`config.mk`:
```
export PLATFORM = sky130hd
export DESIGN_NAME = dwrf_regfile
export DESIGN_NICKNAME = d
export VERILOG_FILES = /design/src/rtl/dwrf_pkg.sv /design/src/rtl/dwrf_wdec.sv /design/src/rtl/dwrf_cell.sv /design/src/rtl/dwrf_rmux.sv /design/src/rtl/dwrf_regfile.sv
export SDC_FILE = /design/constraint.sdc
export NUM_CORES = 2
export LEC_CHECK = 0
export ABC_AREA = 0
export CAP_MARGIN = 5
export CORE_ASPECT_RATIO = 0.5
export CORE_MARGIN = 3
export CORE_UTILIZATION = 29
export DETAILED_ROUTE_END_ITERATION = 8
export PLACE_DENSITY_LB_ADDON = 0.25
export RECOVER_POWER = 50
export SLEW_MARGIN = 15
export SYNTH_ARGS = -nofsm -noshare
export SYNTH_HDL_FRONTEND = slang
export SYNTH_SLANG_ARGS = --single-unit
```
`constraint.sdc`:
```
create_clock -name clk -period 8.9 [get_ports clk]
set_input_delay 1.78 -clock clk [delete_from_list [all_inputs] [get_ports clk]]
set_output_delay 1.78 -clock clk [all_outputs]
set_load 0.02 [all_outputs]
```
`src/rtl/dwrf_pkg.sv`:
```
`timescale 1ns/1ps
package dwrf_pkg;
  localparam int unsigned DWRF_DEPTH = 32;
  localparam int unsigned DWRF_WIDTH = 32;
endpackage

```
`src/rtl/dwrf_wdec.sv`:
```
`timescale 1ns/1ps
// One-hot select decoder for a single write port; word 0 gets no line.
module dwrf_wdec #(
  parameter int DEPTH = 32,
  localparam int AW = $clog2(DEPTH)
) (
  input  logic              en,
  input  logic [AW-1:0]     sel,
  output logic [DEPTH-1:1]  hit
);
  for (genvar i = 1; i < DEPTH; i++) begin : g_line
    assign hit[i] = en && (sel == AW'(i));
  end
endmodule

```
`src/rtl/dwrf_cell.sv`:
```
`timescale 1ns/1ps
// One storage word with a load enable.
module dwrf_cell #(
  parameter int WIDTH = 32
) (
  input  logic             clk,
  input  logic             en,
  input  logic [WIDTH-1:0] d,
  output logic [WIDTH-1:0] q
);
  always_ff @(posedge clk) begin
    if (en) q <= d;
  end
endmodule

```
`src/rtl/dwrf_rmux.sv`:
```
`timescale 1ns/1ps
// Combinational read selector over the flattened word array.
module dwrf_rmux #(
  parameter int DEPTH = 32,
  parameter int WIDTH = 32,
  localparam int AW = $clog2(DEPTH)
) (
  input  logic [AW-1:0]                 sel,
  input  logic [DEPTH-1:0][WIDTH-1:0]   words,
  output logic [WIDTH-1:0]              data
);
  assign data = words[sel];
endmodule

```
`src/rtl/dwrf_regfile.sv`:
```
`timescale 1ns/1ps
module dwrf_regfile
  import dwrf_pkg::*;
#(
  parameter int DEPTH = DWRF_DEPTH,
  parameter int WIDTH = DWRF_WIDTH,
  localparam int AW = $clog2(DEPTH)
) (
  input  logic             clk,
  input  logic             rst,
  input  logic             wr1_en,
  input  logic [AW-1:0]    wr1_sel,
  input  logic [WIDTH-1:0] wr1_data,
  input  logic             wr2_en,
  input  logic [AW-1:0]    wr2_sel,
  input  logic [WIDTH-1:0] wr2_data,
  input  logic [AW-1:0]    rd1_sel,
  output logic [WIDTH-1:0] rd1_data,
  input  logic [AW-1:0]    rd2_sel,
  output logic [WIDTH-1:0] rd2_data
);
  logic [DEPTH-1:1]            hit1, hit2;
  logic [DEPTH-1:0][WIDTH-1:0] words;

  dwrf_wdec #(.DEPTH(DEPTH)) u_dec1 (.en(wr1_en), .sel(wr1_sel), .hit(hit1));
  dwrf_wdec #(.DEPTH(DEPTH)) u_dec2 (.en(wr2_en), .sel(wr2_sel), .hit(hit2));

  // Word 0 is a constant; it has no storage and no write path.
  assign words[0] = '0;

  for (genvar i = 1; i < DEPTH; i++) begin : g_word
    logic             ld;
    logic [WIDTH-1:0] nxt;
    assign ld  = !rst && (hit1[i] || hit2[i]);
    assign nxt = hit1[i] ? wr1_data : wr2_data;   // port 1 wins on collision
    dwrf_cell #(.WIDTH(WIDTH)) u_cell (.clk(clk), .en(ld), .d(nxt), .q(words[i]));

    AST_WORD_HOLD: assert property (@(posedge clk) disable iff (rst)
      !(hit1[i] || hit2[i]) |=> $stable(words[i]))
      else $error("unselected word changed");
  end

  dwrf_rmux #(.DEPTH(DEPTH), .WIDTH(WIDTH)) u_rd1 (.sel(rd1_sel), .words(words), .data(rd1_data));
  dwrf_rmux #(.DEPTH(DEPTH), .WIDTH(WIDTH)) u_rd2 (.sel(rd2_sel), .words(words), .data(rd2_data));

  AST_PORT1_WINS: assert property (@(posedge clk) disable iff (rst)
    (wr1_en && wr1_sel != '0) |=> (words[$past(wr1_sel)] == $past(wr1_data)))
    else $error("port 1 data not stored");
  AST_PORT2_LANDS: assert property (@(posedge clk) disable iff (rst)
    (wr2_en && wr2_sel != '0 && !(wr1_en && wr1_sel == wr2_sel))
      |=> (words[$past(wr2_sel)] == $past(wr2_data)))
    else $error("port 2 data not stored");
  AST_ZERO_READ1: assert property (@(posedge clk) disable iff (rst)
    (rd1_sel == '0) |-> (rd1_data == '0))
    else $error("word 0 nonzero on read 1");
  AST_ZERO_READ2: assert property (@(posedge clk) disable iff (rst)
    (rd2_sel == '0) |-> (rd2_data == '0))
    else $error("word 0 nonzero on read 2");
  AST_DEC_ONEHOT: assert property (@(posedge clk) disable iff (rst)
    $onehot0(hit1) && $onehot0(hit2))
    else $error("decoder drives several lines");
endmodule

```
==> Word level (Yosys, flattened, before mapping) <==
Cells that the tools add are included.
{ "classes": {"magnitude_cmp": 2, "n_reduce_logical": 125, "n_mux": 35, "eq_ne": 62} }
{ "ops": {"columns": ["cell", "n"], "rows": [
  ["$mux W32", 33],
  ["$bmux W32 S5", 2],
  ["$eq A5 B5 Y1 const B", 32],
  ["$logic_and A1 B1 Y1", 93],
  ["$eq A5 B4 Y1 const B", 16],
  ["$eq A5 B3 Y1 const B", 8],
  ["$logic_or A1 B1 Y1", 31],
  ["$eq A5 B2 Y1 const B", 4],
  ["$lt A5 B6 Y1 const B", 2],
  ["$eq A5 B1 Y1 const B", 2],
  ["$logic_not A1 Y1", 1]
]} }
{ "word_totals": {"ff_bits": 992, "inputBits": 88, "wordCells": 255, "output_inout_bits": 64} }

==> Longest topological paths before layout <==
{ "depth": {"word_depth": 4, "ltp_mapped": 9, "depth_no_buf": 4} }

==> By module <==
A second synthesis with hierarchy kept.
{ "hier_totals": {"cells_unflattened": 4743, "hier_area_um2": 63817.5} }
{ "by_module_without_submodules": {"columns": ["module", "cells_each", "n_inst", "area_per_inst_um2"], "rows": [
  ["dwrf_cell", 32, 31, 960.9],
  ["dwrf_rmux", 1158, 2, 8887.3],
  ["dwrf_regfile", 1343, 1, 15801.4],
  ["dwrf_wdec", 46, 2, 226.5]
]} }

==> Least setup slack after synthesis <==
Ideal clock, no wire load.
{ "synth_path": {"path_type": "input to output", "start": "input rd2_sel[0]", "end": "output rd2_data[11]", "arrival_ns": 3.444, "path_buffers": 5, "stages": 8, "setup_slack_ns": 3.676, "cell_sequence": "buf_2 buf_6 buf_6 buf_6 clkbuf_1 a22o_1 a211oi_1 o31ai_1"} }
{ "synth_via": {"elab_chain_cells": 2} }
{ "synth_rtl": {"columns": ["element", "line_no", "source"], "rows": [
  ["start, declared", "dwrf_regfile.sv:19", "input logic [AW-1:0] rd2_sel,"],
  ["$bmux W32 S5", "dwrf_rmux.sv:12", "assign data = words[sel];"],
  ["$mux W32 (implied by the code)", "dwrf_rmux.sv:12", null],
  ["end, declared", "dwrf_regfile.sv:20", "output logic [WIDTH-1:0] rd2_data"]
]} }
No other way between the ends. The select of a mux whose other input is x is not followed.

==> Worst setup path in the final report <==
{ "layout_path": {"start": "input wr1_sel[4]", "end": "register g_word[8].u_cell.q[9], enable pin"} }
{ "layout_via": {"elab_chain_cells": 4} }
{ "layout_rtl": {"columns": ["element", "line_no", "source"], "rows": [
  ["start, declared", "dwrf_regfile.sv:12", "input logic [AW-1:0] wr1_sel,"],
  ["$eq A5 B4 Y1", "dwrf_wdec.sv:12", "assign hit[i] = en && (sel == AW'(i));"],
  ["$logic_and A1 B1 Y1", "dwrf_wdec.sv:12", null],
  ["$logic_or A1 B1 Y1", "dwrf_regfile.sv:34", "assign ld = !rst && (hit1[i] || hit2[i]);"],
  ["$logic_and A1 B1 Y1", "dwrf_regfile.sv:34", null],
  ["named net g_word[8].ld", "dwrf_regfile.sv:32", "logic ld;"],
  ["end signal, assigned", "dwrf_cell.sv:12", "if (en) q <= d;"],
  ["end, declared", "dwrf_cell.sv:9", "output logic [WIDTH-1:0] q"]
]} }
The timed path passes the listed nets, and every way through them passes these cells.
A chain may end at the register's enable or synchronous reset.

==> qor.csv <==
metric,value,unit
CTS Root Cell,clkbuf_16,
MaxCap Viol Count,36,
Syn Std Cell Area,0.0589,mm^2
Final setup violation count,0,
status,"complete, but fails checks",
Core ar.,0.201,mm^2
max reg flops,992,
1st-iter DRT viols,3984,
IO Count,152,
Setup WS pre-CTS,1780,ps
initial antenna violation count,7,
post-route minimum period,7850,ps
Sw Ratio,25.3,%
largest register by flop count,g_word.u_cell.q,
htree depth,3,
Clock transition at path regs,60,ps
Die Width,643,um
critical path peak fanout,33,
most frequent cells in the layout,"mux2_2, edfxtp_1, mux4_2",
Layout area overhead,12.9,%
global-route wire length before repair,309,mm
gr usage total,20.6,%
setup ws final,1050,ps
failing checks,"max-capacitance violations, max-slew violations",
Peak supply drop,0.161,mV
Clk network pwr share,40.5,%
unique cell type count in the Yosys netlist,28,
initial cell density of the core,29.3,%
NumNets Final,3762,
num rows,116,
DP Wirelength,126,mm
Antenna Nets Post-Route,0,
layout cells sized above 1,47.3,%
setup TNS,0,ps
"Req. time, crit path",9290,ps
CTS Sinks,992,
total power,11.2,mW
placed cell area,0.0632,mm^2
Yosys warning total,0,
syn_nets,3875,
CTS tree,built,
largest net degree at the start of global routing,76,
Hold EP,g_word[2].u_cell.q[11],
power share of the combinational group,12.9,%
# fillers,19400,
fmax,127,MHz
Setup Crit Path Kind,primary input to flip-flop,
worst slew pin tran,4370,ps
IO Port Bufs,151,
DR WL/cell,34.0,um
RSZ-0062 raised after global routing,false,
Switch Pwr,2.85,mW
Placer Congestion,0.798,
CTS Hold Bufs,0,
Tcrit/Tclk final,88.2,%
Hold WC Path Type,primary input to flip-flop,
crit start category,primary input,
post_cts resized,0,
height of the chip,325,um
vias in the first global route,39200,
cell count after synthesis,3787,
Initial DRT Pass Iterations,5,
drc violations,0,
biggest regs,g_word.u_cell.q: 992 flops,
pwr/cell area,169,mW/mm^2
Num CTS Buffers,110,
min-delay src,wr1_data[11],
GRT Residual Overflow,0,
Lkg Pwr,21.2,nW
Worst setup EP type,flip-flop,
post-CTS setup buffers,0,
fin. max-slew vios,1081,
P_int,8.40,mW
Post-Syn Area per Cell,15.6,um^2
Finished Cell Area,0.0665,mm^2
vias,37900,
register share of total power,46.6,%
headroom to the max-slew limit,-191,%
post-synthesis sequential area ratio,50.6,%
"most common cell after layout, fill and taps aside",mux2_2,
endpoints failing hold,0,
Synth Register Bits,992,
drt total wl,221,mm
DR vias/cell,5.84,
critical path arrival,8250,ps
die area,0.209,mm^2
worst hold path depth,2,
maximum root-to-sink buffer count,3,
==> worst max path at each step <==
stage	start	endpoint	slack [ps]	depth (start not counted)
finish	wr1_sel[4]	g_word[8].u_cell.q[9]	1050	7
global route	wr1_sel[4]	g_word[8].u_cell.q[9]	1110	7
CTS	rd1_sel[1]	rd1_data[4]	1800	6
detailed placement	rd1_sel[1]	rd1_data[4]	1780	6
global placement	rd1_sel[1]	rd1_data[3]	1710	6
floorplan	rd2_sel[0]	rd2_data[11]	3680	8
==> kinds of logic (layout without fill, tap and decap cells) <==
family | Yosys count | in the layout | synth area share [%]
muxes | 1632 | 1632 | 38.1
buffers and inverters | 510 | 493 | 3.74
DFF | 992 | 992 | 50.6
and+or+nand+nor | 174 | 174 | 1.59
AOI/OAI and AO/OA | 479 | 479 | 5.97
other | 0 | 2 | 0
==> routing by layer <==
metal	GRT usage, %	vias to the layer above	part of all wire (%)	wire, um
met5	0	-	0	0
met4	7.67	0	4.1	8940
met3	3.42	402	7.0	15500
met1	27.4	20600	41	91200
li1	-	15200	-	-
met2	33.7	1703	48	105000
==> worst max-delay path, stage by stage <==
cell	delay, ps
dlygate4sd3_1	680
nand2b_1	430
nor3_1	220
nand2_2	110
clkbuf_1	2720
a21oi_1	1490
buf_4	730
==> through the flow <==
| step | instances | util, % | hold WS, ps |
|---|---|---|---|
| 6_report | 6486 | 33.1 | 1830 |
| 5_1_grt | 6486 | 33.1 | 1820 |
| 4_1_cts | 6482 | 33.2 | 1820 |
| 3_5_place_dp | 6274 | 31.4 | 2640 |
| 3_3_place_gp | 6274 | 31.5 | 2860 |
| 2_1_floorplan | 3787 | - | 2000 |
==> synth_stat cells <==
cell,n,area (um^2)
inv_1,2,7.51
nor3_1,4,20.0
mux2i_1,192,1920
a211oi_1,64,480
nand2b_1,10,62.6
o21ai_0,16,80.1
nor3_2,4,40.0
o31ai_1,64,480
mux2_2,1056,11900
a22o_1,192,1680
and2_1,67,419
nand2_1,37,139
buf_6,6,67.6
nand4b_1,2,17.5
edfxtp_1,992,29800
buf_4,16,120
nand3_1,4,20.0
o21ai_1,48,240
nand4_1,1,6.26
mux4_2,384,8650
nor3b_2,2,25.0
buf_1,10,37.5
nor2b_1,10,62.6
a21oi_1,31,155
o22ai_1,64,400
clkbuf_1,327,1230
nor2_1,33,124
buf_2,149,746
==> power by group through the flow <==
| stage | Clock [mW] | Combinational [mW] | Sequential (mW) |
|---|---|---|---|
| 2_1_floorplan | 0 | 0.928 | 5.33 |
| 3_3_place_gp | 0 | 1.43 | 5.33 |
| 3_5_place_dp | 0 | 1.45 | 5.34 |
| 4_1_cts | 4.66 | 1.45 | 5.24 |
| 5_1_grt | 4.83 | 1.53 | 5.24 |
| 6_report | 4.55 | 1.46 | 5.24 |
==> area by class of cell <==
type	instances	area (um^2)	share of cell area, %
diodes	2	5.00	0.00753
flip-flops and latches	992	29800	44.8
repair buffers	283	2460	3.70
well taps	2714	3400	5.11
inverters	2	7.51	0.0113
clock buffers	133	2860	4.30
multi-input cells	2285	27400	41.1
clock inverters	75	623	0.937
Power figures use the tool's default switching activity.
